## config.mk

```make
export PLATFORM = sky130hd
export DESIGN_NAME = irq_flag_ctrl
export DESIGN_NICKNAME = d
export VERILOG_FILES = /design/src/rtl/irq_flag_pkg.sv /design/src/rtl/irq_req_unit.sv /design/src/rtl/irq_flag_bank.sv /design/src/rtl/irq_line_mux.sv /design/src/rtl/irq_flag_ctrl.sv
export SDC_FILE = /design/constraint.sdc
export NUM_CORES = 1
export LEC_CHECK = 0
export ABC_CLOCK_PERIOD_IN_PS = 2900
export BUFFER_PORTS_ARGS = -buffer_cell sky130_fd_sc_hd__buf_2
export CORE_MARGIN = 3
export CORE_UTILIZATION = 35
export DETAILED_ROUTE_END_ITERATION = 8
export PLACE_DENSITY_LB_ADDON = 0.12
export SETUP_SLACK_MARGIN = 0.02
export SLEW_MARGIN = 20
export SYNTH_ARGS = -nofsm -noshare
export SYNTH_HDL_FRONTEND = slang
export SYNTH_SLANG_ARGS = --single-unit
export TNS_END_PERCENT = 50
```

## constraint.sdc

```tcl
create_clock -name clk_i -period 2.9 [get_ports clk_i]
set_clock_uncertainty 0.15 [all_clocks]
set_input_delay 0.58 -clock clk_i [delete_from_list [all_inputs] [get_ports clk_i]]
set_output_delay 0.58 -clock clk_i [all_outputs]
set_load 0.1 [all_outputs]
```

## src/rtl/irq_flag_pkg.sv

```systemverilog
`timescale 1ns/1ps
package irq_flag_pkg;
  localparam int INSTR_W = 16;
  localparam logic [2:0] OP_WAIT = 3'd1;
  localparam logic [2:0] OP_FLAG = 3'd6;
  localparam logic [1:0] WSRC_FLAG = 2'd2;

  typedef struct packed {
    logic       is_flag;
    logic       is_wait;
    logic       clr;
    logic       hold;
    logic       pol;
    logic       rel;
    logic [2:0] idx;
  } flag_op_t;

  function automatic flag_op_t decode_op(input logic valid, input logic [INSTR_W-1:0] instr);
    flag_op_t op;
    op.is_flag = valid && (instr[15:13] == OP_FLAG);
    op.is_wait = valid && (instr[15:13] == OP_WAIT) && (instr[6:5] == WSRC_FLAG);
    op.clr     = instr[6];
    op.hold    = instr[5];
    op.pol     = instr[7];
    op.rel     = instr[4];
    op.idx     = instr[2:0];
    return op;
  endfunction
endpackage

```

## src/rtl/irq_req_unit.sv

```systemverilog
`timescale 1ns/1ps
module irq_req_unit
  import irq_flag_pkg::*;
#(
  parameter int NUM_SM    = 4,
  parameter int NUM_FLAGS = 8,
  parameter int SM_ID     = 0
) (
  input  logic                 clk_i,
  input  logic                 rst_ni,
  input  logic                 valid_i,
  input  logic [INSTR_W-1:0]   instr_i,
  input  logic [NUM_FLAGS-1:0] flags_i,
  output logic [NUM_FLAGS-1:0] set_o,
  output logic [NUM_FLAGS-1:0] clr_o,
  output logic                 stall_o
);
  localparam int IDX_W = $clog2(NUM_FLAGS);
  localparam logic [IDX_W-1:0] GRP_MASK = IDX_W'(NUM_SM - 1);
  localparam logic [IDX_W-1:0] SM_OFS   = IDX_W'(SM_ID);

  flag_op_t       op;
  logic [IDX_W-1:0] idx, eff;
  logic           flag_bit;
  logic           raised_q, raised_d;

  assign op  = decode_op(valid_i, instr_i);
  assign idx = op.idx[IDX_W-1:0];
  // relative: rotate low bits within the group, keep the group bits
  assign eff = op.rel ? ((idx & ~GRP_MASK) | ((idx + SM_OFS) & GRP_MASK)) : idx;
  assign flag_bit = flags_i[eff];

  always_comb begin
    set_o    = '0;
    clr_o    = '0;
    stall_o  = 1'b0;
    raised_d = 1'b0;
    if (op.is_flag) begin
      if (op.clr) begin
        clr_o[eff] = 1'b1;
      end else if (op.hold) begin
        if (!raised_q) begin
          set_o[eff] = 1'b1;
          stall_o    = 1'b1;
          raised_d   = 1'b1;
        end else begin
          stall_o  = flag_bit;
          raised_d = flag_bit;
        end
      end else begin
        set_o[eff] = 1'b1;
      end
    end else if (op.is_wait) begin
      stall_o = (flag_bit != op.pol);
      if ((flag_bit == op.pol) && op.pol) clr_o[eff] = 1'b1;
    end
  end

  always_ff @(posedge clk_i or negedge rst_ni) begin
    if (!rst_ni) raised_q <= 1'b0;
    else         raised_q <= raised_d;
  end

  assert_hold_release_R5: assert property (@(posedge clk_i) disable iff (!rst_ni)
    (raised_q && op.is_flag && op.hold && !op.clr && !flags_i[eff]) |-> !stall_o);

  assert_wait_match_free_R6: assert property (@(posedge clk_i) disable iff (!rst_ni)
    (op.is_wait && (flags_i[eff] == op.pol)) |-> !stall_o);

  assert_clear_nostall_R4: assert property (@(posedge clk_i) disable iff (!rst_ni)
    (op.is_flag && op.clr) |-> !stall_o);
endmodule

```

## src/rtl/irq_flag_bank.sv

```systemverilog
`timescale 1ns/1ps
module irq_flag_bank #(
  parameter int NUM_SM    = 4,
  parameter int NUM_FLAGS = 8
) (
  input  logic                              clk_i,
  input  logic                              rst_ni,
  input  logic [NUM_SM-1:0][NUM_FLAGS-1:0]  set_i,
  input  logic [NUM_SM-1:0][NUM_FLAGS-1:0]  clr_i,
  input  logic [NUM_FLAGS-1:0]              host_clr_i,
  output logic [NUM_FLAGS-1:0]              flags_o
);
  logic [NUM_FLAGS-1:0] set_any, clr_any, flags_q, flags_d;

  always_comb begin
    set_any = '0;
    clr_any = '0;
    for (int s = 0; s < NUM_SM; s++) begin
      set_any |= set_i[s];
      clr_any |= clr_i[s];
    end
    // machine set beats machine clear; host clear beats everything
    flags_d = ((flags_q & ~clr_any) | set_any) & ~host_clr_i;
  end

  always_ff @(posedge clk_i or negedge rst_ni) begin
    if (!rst_ni) flags_q <= '0;
    else         flags_q <= flags_d;
  end

  assign flags_o = flags_q;

  for (genvar g = 0; g < NUM_FLAGS; g++) begin : gen_chk
    assert_host_clear_R8: assert property (@(posedge clk_i) disable iff (!rst_ni)
      host_clr_i[g] |=> !flags_q[g]);
    assert_set_lands_R2: assert property (@(posedge clk_i) disable iff (!rst_ni)
      (set_any[g] && !host_clr_i[g]) |=> flags_q[g]);
    assert_quiet_hold_R11: assert property (@(posedge clk_i) disable iff (!rst_ni)
      (!set_any[g] && !clr_any[g] && !host_clr_i[g]) |=> (flags_q[g] == $past(flags_q[g])));
  end
endmodule

```

## src/rtl/irq_line_mux.sv

```systemverilog
`timescale 1ns/1ps
module irq_line_mux #(
  parameter int NUM_SM    = 4,
  parameter int NUM_LINES = 2,
  parameter int SRC_W     = 3 * NUM_SM
) (
  input  logic                        clk_i,
  input  logic                        rst_ni,
  input  logic [NUM_SM-1:0]           flags_i,
  input  logic [NUM_SM-1:0]           tx_not_full_i,
  input  logic [NUM_SM-1:0]           rx_not_empty_i,
  input  logic [NUM_LINES*SRC_W-1:0]  line_en_i,
  output logic [NUM_LINES-1:0]        irq_o
);
  logic [SRC_W-1:0] raw;
  assign raw = {rx_not_empty_i, tx_not_full_i, flags_i};

  for (genvar k = 0; k < NUM_LINES; k++) begin : gen_line
    assign irq_o[k] = |(raw & line_en_i[k*SRC_W +: SRC_W]);

    assert_masked_quiet_R9: assert property (@(posedge clk_i) disable iff (!rst_ni)
      (line_en_i[k*SRC_W +: SRC_W] == '0) |-> !irq_o[k]);
  end
endmodule

```

## src/rtl/irq_flag_ctrl.sv

```systemverilog
`timescale 1ns/1ps
module irq_flag_ctrl
  import irq_flag_pkg::*;
#(
  parameter int NUM_SM    = 4,
  parameter int NUM_FLAGS = 8,
  parameter int NUM_LINES = 2,
  localparam int SRC_W    = 3 * NUM_SM
) (
  input  logic                          clk_i,
  input  logic                          rst_ni,
  input  logic [NUM_SM-1:0]             exec_valid_i,
  input  logic [NUM_SM*INSTR_W-1:0]     exec_instr_i,
  output logic [NUM_SM-1:0]             exec_stall_o,
  input  logic [NUM_FLAGS-1:0]          host_clr_i,
  output logic [NUM_FLAGS-1:0]          flags_o,
  input  logic [NUM_SM-1:0]             tx_not_full_i,
  input  logic [NUM_SM-1:0]             rx_not_empty_i,
  input  logic [NUM_LINES*SRC_W-1:0]    line_en_i,
  output logic [NUM_LINES-1:0]          irq_o
);
  logic [NUM_SM-1:0][NUM_FLAGS-1:0] sm_set, sm_clr;
  logic [NUM_FLAGS-1:0]             flags;

  for (genvar s = 0; s < NUM_SM; s++) begin : gen_unit
    irq_req_unit #(
      .NUM_SM   (NUM_SM),
      .NUM_FLAGS(NUM_FLAGS),
      .SM_ID    (s)
    ) u_unit (
      .clk_i  (clk_i),
      .rst_ni (rst_ni),
      .valid_i(exec_valid_i[s]),
      .instr_i(exec_instr_i[s*INSTR_W +: INSTR_W]),
      .flags_i(flags),
      .set_o  (sm_set[s]),
      .clr_o  (sm_clr[s]),
      .stall_o(exec_stall_o[s])
    );
  end

  irq_flag_bank #(
    .NUM_SM   (NUM_SM),
    .NUM_FLAGS(NUM_FLAGS)
  ) u_bank (
    .clk_i     (clk_i),
    .rst_ni    (rst_ni),
    .set_i     (sm_set),
    .clr_i     (sm_clr),
    .host_clr_i(host_clr_i),
    .flags_o   (flags)
  );

  irq_line_mux #(
    .NUM_SM   (NUM_SM),
    .NUM_LINES(NUM_LINES),
    .SRC_W    (SRC_W)
  ) u_lines (
    .clk_i         (clk_i),
    .rst_ni        (rst_ni),
    .flags_i       (flags[NUM_SM-1:0]),
    .tx_not_full_i (tx_not_full_i),
    .rx_not_empty_i(rx_not_empty_i),
    .line_en_i     (line_en_i),
    .irq_o         (irq_o)
  );

  assign flags_o = flags;

  assert_upper_unrouted_R10: assert property (@(posedge clk_i) disable iff (!rst_ni)
    ($stable(tx_not_full_i) && $stable(rx_not_empty_i) && $stable(line_en_i) &&
     $stable(flags[NUM_SM-1:0])) |-> $stable(irq_o));
endmodule

```

---- After elaboration in Yosys (flattened, before gate mapping) ----
Cells that the tools add are included.
W data, S select, Z words.
operators by class
  add/sub/neg operators ................... 3
  bitwise operators ....................... 17
  multiplexer cells ....................... 76
  reduce and logical (&&, ||, !) cells .... 22
  equality and inequality tests ........... 20
  $lt $le $gt $ge ......................... 8
operator list
  operator               number
  $mux W8                32
  $or A8 B8 Y8           7
  $mux W1                32
  $and A12 B12 Y12       2
  $reduce_or A12 Y1      2
  $logic_and A1 B1 Y1    20
  $and A8 B8 Y8          2
  $lt A3 B4 Y1 const B   4
  $not A8 Y8             2
  $bmux W1 S3            4
  $demux W1 S3           4
  $eq A3 B1 Y1 const B   4
  $eq A3 B3 Y1 const B   4
  $ge A3 B1 Y1 const B   4
  $mux W3                4
  $or A3 B2 Y3           4
  $eq A2 B2 Y1 const B   4
  $add A2 B2 Y2 const B  2
  $eq A1 B1 Y1           4
  $ne A1 B1 Y1           4
  $add A2 B1 Y2 const B  1
storage, ports and cells
  input bits .............................. 110
  register bits ........................... 12
  output and inout bits ................... 14

---- Depth between registers and ports, before layout ----
Gate-level depths: netlist (run 1).
  word-level depth ........................ 17
  mapped depth ............................ 10

---- Hierarchy ----
From an unflattened synthesis (run 1), not the netlist that was laid out.
unflattened totals
  cells, all modules ...................... 263
  area total of the unflattened synthesis .. 1986.9 um^2
modules (own cells, without submodules)
  module                             sequential area each (um^2)  area an instance (um^2)  instances  cells each
  irq_req_unit (gen_unit[1].u_unit)  25.0                         434.2                    1          65
  irq_flag_bank                      200.2                        400.4                    1          32
  irq_req_unit (gen_unit[3].u_unit)  25.0                         357.8                    1          59
  irq_req_unit (gen_unit[2].u_unit)  25.0                         351.6                    1          52
  irq_req_unit (gen_unit[0].u_unit)  25.0                         290.3                    1          41
  irq_line_mux                       0.0                          152.6                    1          14

---- Worst setup path before layout (run 1) ----
OpenSTA, ideal clock, no wires.
  kind .................................... flip-flop to output port
  start ................................... reg u_bank.flags_q[3] (netlist: u_bank.flags_o[3])
  end ..................................... out exec_stall_o[1]
  required time ........................... 2.170 ns
  stages on the path, launching flop included .. 8
  setup slack ............................. -0.278 ns
  path buffers ............................ 1
  arrival ................................. 2.448 ns
  cells stage by stage .................... dfrtp_1 mux2_2 o221ai_1 a221o_1 nand2_1 ha_1 a41o_1 buf_4
on the way
  longest elaborated chain between the ends .. 6
  elaborated cells between the ends (all ways) .. 8
  those cells by class .................... eq/ne: 1; mux: 7
ends and longest elaborated chain
  what                             line                 source
  start, declared                  irq_flag_bank.sv:13  logic [NUM_FLAGS-1:0] set_any, clr_any, flags_q, flags_d;
  start signal, assigned           irq_flag_bank.sv:28  else flags_q <= flags_d;
  $bmux W1 S3 *                    irq_req_unit.sv:31   assign flag_bit = flags_i[eff];
  $mux W1 (implied by the code) *  irq_req_unit.sv:31
  $mux W1                          irq_req_unit.sv:42   if (!raised_q) begin
  $mux W1                          irq_req_unit.sv:41   end else if (op.hold) begin
  $mux W1                          irq_req_unit.sv:39   if (op.clr) begin
  $mux W1 *                        irq_req_unit.sv:38   if (op.is_flag) begin
  end, declared                    irq_flag_ctrl.sv:14  output logic [NUM_SM-1:0] exec_stall_o,
Every way passes the cells marked *; elsewhere a longest branch is shown, timed or not. The select of a mux whose other input is x is not followed.

---- Worst setup path after layout (run 1) ----
  start ................................... reg u_bank.flags_q[1] (netlist: u_bank.flags_o[1])
  end ..................................... out exec_stall_o[0]
The elaborated chain is that of the path after synthesis.

==> run metrics, run 1 <==
Mapped Cells 235; main combinational cell family by area after synthesis compound AO/OA/AOI/OAI gates; WL/cell between 15 and 20 um; Adder-Cell Fraction of Synth Area 0.0263; gr usage total 0.219; die width 79.7 um; initial antenna violation count 0; commonest non-fill, non-tap cells in the layout 88 x buf_2, 17 x buf_4, 16 x nand2_1; DP HPWL ~5600 um; H-tree levels 1; Max Root-Sink Buffers 2; synthesized net count roughly 350; Finish-stage setup viols 0; layout net count 456; worst endpoint data arrival time around 2100 ps; Synth Flop Type dfrtp_1; area of the core 0.00517 mm2; Compound-Gate Fraction of Synth Area 0.335; path type of the worst min-delay path in -> async; Final Cycle Share 0.988; vias in the first global route approximately 2.3k; first-pass GRT wire length approximately 11000 um; buffers and inverters on the worst path 1; DRT Wirelength 7140 um; placed cell areas approximately 0.0026 mm2; slack of the worst reg-to-reg path around 360 ps; startpoint types flip-flop; clock latency on the worst-skew pair between 200 and 250 ps; Worst setup EP type primary output; Area growth, synth to finish 45.3%; mean number of vias per cell around 6; total grt overflow 0; crit path max-delay cell type dfrtp_2; pin slew with the least headroom to its limit ~610 ps; crit-path leading delay family multiplexers; FFs w/ async S/R, synth 1.00; CTS Buf Count 3; post-synthesis xor/xnor area fraction 0.0368; pin count of the biggest net entering global routing 13; gp weighted congestion 0.989; most common cell after layout, fill and taps aside buf_2; Avg Inst Size Synth about 8.1 um2; final max-slew violation count 0; DR vias ~2.4k; IO Pins 124; DRC marker count from the first detailed-route iteration ~80; Initial Utilization 0.368; crit-path max FO 7; max_slew headroom 0.592; CP Data Required Time 2170 ps; site row count 26; Most Crowded Layer GR met2; RSZ-0062 raised after global routing true; Final Hold Vio Count 0; share of layout cells above drive strength 1 0.441; clk root buf clkbuf_8; CP Class reg -> out; Die H roughly 80 um; grt met3 use 0.0485; DRT antenna net count 0; status finished clean; P_leak approximately 0.0012 uW; multiplexer share of the synthesized area 0.103; Clock transition at path regs about 50 ps; setup TNS 0 ps; Pwr Density about 220 mW/mm2; I/O Buffers between 90 and 100; crit path cell chain mux4_2, mux2_4, ha_4, a41o_1, buf_12; DRC viols 0; #FFs+latches synth 12; met2 usage 0.374; IR drop worst, VDD 0.000118 V; CTS Hold Bufs 0; Largest stage delay, worst path ~480 ps; clock sinks 12; Multi-input gate area 0.00158 mm2; synthesized cell area around 0.0019 mm2; register area between 300 and 400 um2; post-synth cell types 51; Simple-Gate Fraction of Synth Area 0.280; grt met1 use 0.266; minimum clock period about 2900 ps; cell area after layout 0.00276 mm2; Yosys Warn Count 0; Pre-antenna DRT Iters 4; fmax 349 MHz; Post-synth EDFFs 0; CTS tree built; fillers about 520; sequential fraction of the synthesis area 0.158; max-cap viol count 0; Ant. Diodes 0; die outline area about 0.0064 mm2
kinds of logic after synthesis:
group                      count (synthesis)
xor gates and xnor gates                   8
buffers and inverters                     25
muxes                                     14
DFF                                       12
and+or+nand+nor                           91
AOI/OAI and AO/OA                         81
adders and majority gates                  4
where the power goes:
group	internal (uW)	switching, uW	leakage, uW
Clock	91.6	61.7	0.0000216
Combinational	123	156	0.00103
Sequential	170	5.50	0.000154
timing repair:
item,in CTS,in global routing
gates resized for setup,6,18
buffers inserted,2,4
pin swaps,2,6
setup endpoints to repair,3,4
cells in the mapped netlist (3+ instances only):
master    number  area, um2
o221ai_1       4       35.0
buf_4          4       30.0
nand3_1       12       60.1
a21oi_1        3       15.0
xor2_1         3       26.3
mux2i_1        5       50.1
nor3_1         4       20.0
nor2b_1       10       62.6
and4b_1        4       40.0
o21ai_0       11       55.1
dfrtp_1       12        300
nor4bb_1       4       40.0
mux2_2         5       56.3
nand2b_1       9       56.3
nand2_1       16       60.1
o22ai_1       12       75.1
nor2_1        14       52.6
inv_1         14       52.6
a32o_1         5       50.1
mux4_2         4       90.1
o32ai_1        7       61.3
xnor2_1        5       43.8
ha_1           4       50.1
buf_2          5       25.0
a221o_1        3       30.0
a221oi_1      12        105
and2_1         3       18.8
a22o_1         6       52.6
final timing paths:
path / from / endpoint / cells past startpoint
min in group clk_i: gen_unit[3].u_unit.raised_q$_DFF_PN0_ / gen_unit[3].u_unit.raised_q$_DFF_PN0_ / 1
hold / removal: rst_ni / gen_unit[2].u_unit.raised_q$_DFF_PN0_ / 1
max in group asynchronous: rst_ni / u_bank.flags_o[1]$_DFF_PN0_ / 1
setup reg to reg: u_bank.flags_o[1]$_DFF_PN0_ / u_bank.flags_o[1]$_DFF_PN0_ / 7
hold reg to reg: gen_unit[3].u_unit.raised_q$_DFF_PN0_ / gen_unit[3].u_unit.raised_q$_DFF_PN0_ / 1
setup / recovery: u_bank.flags_o[1]$_DFF_PN0_ / exec_stall_o[0] / 5
per-layer routing:
layer	vias to the layer above	share of wire	routed length (um)
met5	-	0	0
met4	0	0.027	191
met3	17	0.088	630
met2	128	0.47	3320
met1	1139	0.42	3000
li1	1165	-	-
through the flow:
| step | util | worst slack, ps | hold slack, ps | power, uW | instances |
|---|---|---|---|---|---|
| floorplan | - | 56.3 | 134 | 324 | 235 |
| global placement | 0.496 | -1.49 | 322 | 436 | 401 |
| detailed placement | 0.496 | -7.77 | 320 | 438 | 401 |
| CTS | 0.511 | 12.8 | 81.2 | 599 | 406 |
| global route | 0.534 | -19.1 | 92.2 | 648 | 410 |
| finish | 0.534 | 34.4 | 72.3 | 608 | 410 |
sequential cells by signal (all words and copies together) (netlist names):
name and flops:
u_bank.flags_o 8, gen_unit.u_unit.raised_q 4
worst reg2reg max path, cell delays in order (launching register included):
cell and delay [ps]:
dfrtp_2 480, mux4_2 470, mux2_4 310, ha_4 160
a32o_1 290, nand2_1 170, o32ai_1 120, o32ai_1 270
final cells by class:
cell class,count,area share
inverters,14,0.0190
clock buffers,3,0.0149
multi-input cells,198,0.571
flip-flops and latches,12,0.112
well taps,70,0.0317
repair buffers,113,0.251
Power figures use the tool's default switching activity.
==> run 2: changes to the inputs <==
CTS_CLUSTER_DIAMETER = 40   (was not set)
SLEW_MARGIN = not set   (was 20)
SYNTH_HIERARCHICAL = 1   (was not set)
==> run metrics, run 2 <==
status finished with violations; failing checks negative setup slack; placed cell areas ~0.0028 mm2; slack of the worst reg-to-reg path 190 ps; Clock transition at path regs approximately 60 ps; Worst setup EP type primary output; synth top area cells dfrtp_1 15%, nor2_1 10%, nand2_1 5.1%; CTS tree built; Adder-Cell Fraction of Synth Area 0.0252; post-synthesis xor/xnor area fraction 0.0390; commonest non-fill, non-tap cells in the layout 91 x buf_2, 54 x nor2_1, 44 x buf_4; Max Root-Sink Buffers 2; clock sinks 12; DRT antenna net count 0; max-cap viol count 0; Placed Instances about 450; leading cell type by number of instances after synthesis nor2_1; final std cells w/o fill 475; clock latency on the worst-skew pair roughly 250 ps; pin count of the biggest net entering global routing 13; gp weighted congestion about 0.92; minimum hold slack around 68 ps; minimum clock period 2960 ps; DP HPWL around 5800 um; Switching Share 0.367; Pre-antenna DRT Iters 4; path type of the worst min-delay path in -> async; Avg Inst Size Synth between 7 and 8 um2; DRT Wirelength about 7400 um; Reg-to-Reg Start u_bank/flags_o[2]$_DFF_PN0_; CTS Buf Count 3; die outline area ~0.0066 mm2; CP Data Required Time around 2200 ps; H-tree levels 1; main combinational cell family by area after synthesis simple AND/OR/NAND/NOR gates; worst endpoint data arrival time ~2200 ps; synthesized net count around 380; synthesized cell area between 0.0015 and 0.002 mm2; WL/cell 15.6 um; first-pass GRT wire length ~12000 um; Compound-Gate Fraction of Synth Area 0.232; gr usage total 0.226; final max-slew violation count 0; initial antenna violation count 0; mean number of vias per cell 5.45; share of layout cells above drive strength 1 0.486; Final Cycle Share 1.02; Simple-Gate Fraction of Synth Area 0.429; part of the power in the clock network 0.239; FFs w/ async S/R, synth 1.00; setup ws final -57.0 ps; DRC marker count from the first detailed-route iteration approximately 220; register area 312 um2; total grt overflow 0; cell area after layout approximately 0.0032 mm2; IR drop worst, VDD around 0.00015 V; Synth top cells by count 55 x nor2_1, 27 x nand2_1, 15 x nor3_1; I/O Buffers slightly below 100; sequential fraction of the synthesis area 0.151; Mapped Cells 263; Die H between 80 and 90 um; startpoint types input pin; most common cell after layout, fill and taps aside buf_2; clk root buf clkbuf_8; RSZ-0062 raised after global routing true; max reg flops 8; crit path max-delay cell type a2111oi_4; worst-case reg-to-reg path depth 10; post-synth cell types 58; max_slew headroom 0.570; Net Sw Power between 200 and 250 uW; Area growth, synth to finish 61.9%; fmax approximately 340 MHz; IO Pins 124; layout net count 520; P_leak between 0.001 and 0.0015 uW; Pwr Density approximately 210 mW/mm2; vias in the first global route between 2k and 3k; most repeated library cell on the critical path nand2_1; area of the core 0.00530 mm2; setup TNS -57.0 ps; multiplexer share of the synthesized area 0.0768; top cell type by total area after synthesis dfrtp_1; sequential share of power 0.255; die width between 80 and 90 um; Ant. Diodes 0; Synth Flop Type dfrtp_1; Multi-input gate area 0.00176 mm2; Largest stage delay, worst path between 300 and 400 ps; DR vias 2589; post-synth top area share 0.151; Post-synth EDFFs 0; Initial Utilization 0.375; Finish-stage setup viols 1; crit path cell chain buf_8, and4b_1, a2111oi_4, nand2_1, nand2_1, ha_1, nand3_2, o21ai_2, a21oi_2, a21oi_4, buf_12; site row count 26; pin slew with the least headroom to its limit between 600 and 700 ps; Yosys Warn Count 6; DRC viols 0; fillers between 400 and 500; Final Hold Vio Count 0; Comb power frac 0.506; cell-internal power between 400 and 500 uW; CP Class in -> out; crit-path max FO 3; #FFs+latches synth 12; RR Endpoint u_bank/flags_o[7]$_DFF_PN0_
[run 2: cell count changes after synthesis, sizes merged, moves of 6 or more]
cell,before,now
nor2,15,55
o22ai,12,0
nand2,16,27
nor3,4,15
or4b,0,10
nor2b,10,2
nor4,0,8
a221oi,12,6
[run 2: metrics by stage]
step | power, uW | worst slack, ps | util
after floorplan | 335 | -270 | -
after global placement | 468 | -220 | 0.534
after detailed placement | 472 | -252 | 0.534
after CTS | 675 | -60.1 | 0.586
after global routing | 728 | -180 | 0.607
final | 681 | -57.0 | 0.607
[run 2: cell families (layout without fill, tap and decap cells)]
kind of cell | count (synthesis) | after routing
AO/OA/AOI/OAI | 51 | 51
AND/OR/NAND/NOR | 158 | 158
multiplexers | 12 | 12
flip-flops | 12 | 12
XOR/XNOR | 8 | 8
adder cells (fa/ha/maj) | 4 | 4
buffers and inverters | 18 | 160
[run 2: power by group through the flow]
| stage | clock network (uW) | logic (uW) | registers [uW] |
|---|---|---|---|
| final | 162 | 345 | 174 |
| after global routing | 180 | 375 | 174 |
| after CTS | 170 | 331 | 175 |
| after detailed placement | 0 | 294 | 178 |
| after global placement | 0 | 290 | 178 |
| after floorplan | 0 | 145 | 191 |
[run 2: what timing repair did]
item,in CTS,in global routing
hold endpoints to repair,0,0
setup buffers,15,8
hold buffers,0,0
gates resized for setup,26,14
pin swaps,10,11
endpoints found under the setup margin,5,8
[run 2: cell type report]
type / count / share of cell area
Clock buffer: 4 / 0.0140
Inverter: 9 / 0.0105
Multi-Input combinational cell: 233 / 0.548
Sequential cell: 12 / 0.0968
Tap cell: 70 / 0.0272
Timing Repair Buffer: 147 / 0.304
[run 2: worst max-delay path by stage]
| stage | startpoint | to | slack (ps) | cells past startpoint |
|---|---|---|---|---|
| after global placement | exec_instr_i[20] | exec_stall_o[1] | -220 | 11 |
| after detailed placement | exec_instr_i[48] | u_bank/flags_o[7]$_DFF_PN0_ | -250 | 12 |
| after floorplan | exec_instr_i[20] | exec_stall_o[1] | -270 | 10 |
| after CTS | exec_instr_i[17] | exec_stall_o[1] | -60 | 11 |
| after global routing | exec_instr_i[16] | exec_stall_o[1] | -180 | 11 |
| final | exec_instr_i[17] | exec_stall_o[1] | -60 | 11 |
[run 2: layer usage]
metal	routed length [um]	track usage	up-vias
met3	551	0.0310	4
met1	3150	0.295	1200
met2	3660	0.400	98
met5	0	0	-
li1	-	-	1287
met4	36	0.0355	0
[run 2: worst max-delay path: cells and delay by family]
kind / cells / cell delay, ps
fa+ha+maj: 1 / 230
compound gates: 4 / 640
simple gates: 4 / 520
buf+inv: 2 / 280
==> run 3: changes to the inputs <==
MAX_ROUTING_LAYER = met4   (was not set)
==> run metrics, run 3 (synthesized netlist as in run 2, its figures left out) <==
Ant. Diodes 0; crit-path max FO 5; area of the core 0.00530 mm2; Util after Layout 0.586; max-cap viol count 0; I/O Buffers 98; initial antenna violation count 0; pin count of the biggest net entering global routing 13; max reg flops 8; Pwr Density 215 mW/mm2; status finished with violations; pin slew with the least headroom to its limit between 500 and 600 ps; Worst setup EP type primary output; RSZ-0062 raised after global routing true; share of layout cells above drive strength 1 0.463; startpoint types input pin; DRT Wirelength ~7400 um; most common cell after layout, fill and taps aside buf_2; CTS tree built; DRC marker count from the first detailed-route iteration 167; DRT antenna net count 0; IO Pins between 100 and 150; final max-slew violation count 0; DR vias roughly 2.6k; total grt overflow 0; P_leak ~0.0014 uW; H-tree levels 1; vias in the first global route ~2.5k; failing checks negative setup slack; commonest non-fill, non-tap cells in the layout 91 x buf_2, 55 x nor2_1, 34 x buf_4; Area growth, synth to finish 56.4%; WL/cell approximately 16 um; Pre-antenna DRT Iters 4; Final Hold Vio Count 0; Clock transition at path regs around 60 ps; die width ~81 um; die outline area between 0.006 and 0.007 mm2; cell area after layout between 0.003 and 0.004 mm2; final std cells w/o fill roughly 460; site row count 26; clock sinks 12; mean number of vias per cell between 5 and 6; placed cell areas between 0.002 and 0.003 mm2; minimum hold slack 73.2 ps; Die H between 80 and 90 um; DRC viols 0; CP Data Required Time between 2000 and 2500 ps; fmax 336 MHz; setup ws final -75.2 ps; worst endpoint data arrival time between 2000 and 2500 ps; CP Class in -> out; max_slew headroom 0.626; gp weighted congestion between 0.9 and 1; fillers around 530; Max Root-Sink Buffers 2; first-pass GRT wire length about 12000 um; minimum clock period between 2000 and 3000 ps; CTS Buf Count 3; clock latency on the worst-skew pair 250 ps; Placed Instances around 450; CTS Hold Bufs 0; layout net count 508; gr usage total 0.232; Initial Utilization 0.375; clk root buf clkbuf_8; DP HPWL between 5000 and 6000 um; Finish-stage setup viols 1; Final Cycle Share 1.03; path type of the worst min-delay path in -> async; IR drop worst, VDD about 0.00017 V
[run 3: cell types whose count changed in the layout (fill, tap and decap cells not counted), moves of 2 or more]
cell,previous run,this run
buf_6,5,2
o2111ai_2,3,1
o2111ai_1,0,2
buf_4,44,34
buf_8,1,3
[run 3: layout make-up]
type | instances | area (um2) | share of cell area
multi-input combinational | 233 | 1750 | 0.564
inverter | 9 | 33.8 | 0.0109
tap | 70 | 87.6 | 0.0282
clock buffer | 4 | 45.0 | 0.0145
sequential | 12 | 312 | 0.100
timing repair buffer | 135 | 878 | 0.283
[run 3: repair_timing]
item                       in CTS  in global routing
buffers inserted                2                  5
gates cloned                    0                  0
pin swaps                      11                  9
resized for setup              21                 14
setup endpoints to repair       3                 12
[run 3: metrics by stage]
stage	setup WS (ps)	setup TNS [ps]	power (uW)
after global placement	-217	-1210	469
after CTS	-61.7	-97.9	659
after global routing	-165	-187	713
final	-75.2	-75.2	669
after detailed placement	-265	-1280	474
after floorplan	-270	-541	335
[run 3: metal layers]
layer | track usage | part of all wire
met5 | - | 0
met4 | 0.0389 | 0.010
met3 | 0.0388 | 0.061
met2 | 0.406 | 0.50
met1 | 0.281 | 0.43
[run 3: report_power, final]
group	total, uW	switching [uW]	internal [uW]
Sequential	175	4.92	170
Combinational	327	174	153
Clock	167	70.0	97.2
Total	669	249	420
[run 3: worst max-delay path, cell delays in order]
cell,delay [ps]
buf_12,110
xor2_4,190
a2111oi_4,390
nand2_1,120
nand2_1,70
ha_1,230
nand3_2,80
o21ai_2,60
a21oi_2,150
a21oi_4,80
buf_12,170
[run 3: path summary, 6_finish.rpt]
check | from | to | slack (ps) | cells after the start
worst min register to register | gen_unit[3].u_unit/raised_q$_DFF_PN0_ | gen_unit[3].u_unit/raised_q$_DFF_PN0_ | 350 | 1
worst max-delay path | exec_instr_i[16] | exec_stall_o[1] | -80 | 11
worst max register to register | u_bank/flags_o[3]$_DFF_PN0_ | u_bank/flags_o[0]$_DFF_PN0_ | 210 | 10
max in group asynchronous | rst_ni | u_bank/flags_o[0]$_DFF_PN0_ | 2240 | 1
min in group clk_i | gen_unit[3].u_unit/raised_q$_DFF_PN0_ | gen_unit[3].u_unit/raised_q$_DFF_PN0_ | 350 | 1
worst min-delay path | rst_ni | gen_unit[1].u_unit/raised_q$_DFF_PN0_ | 70 | 1
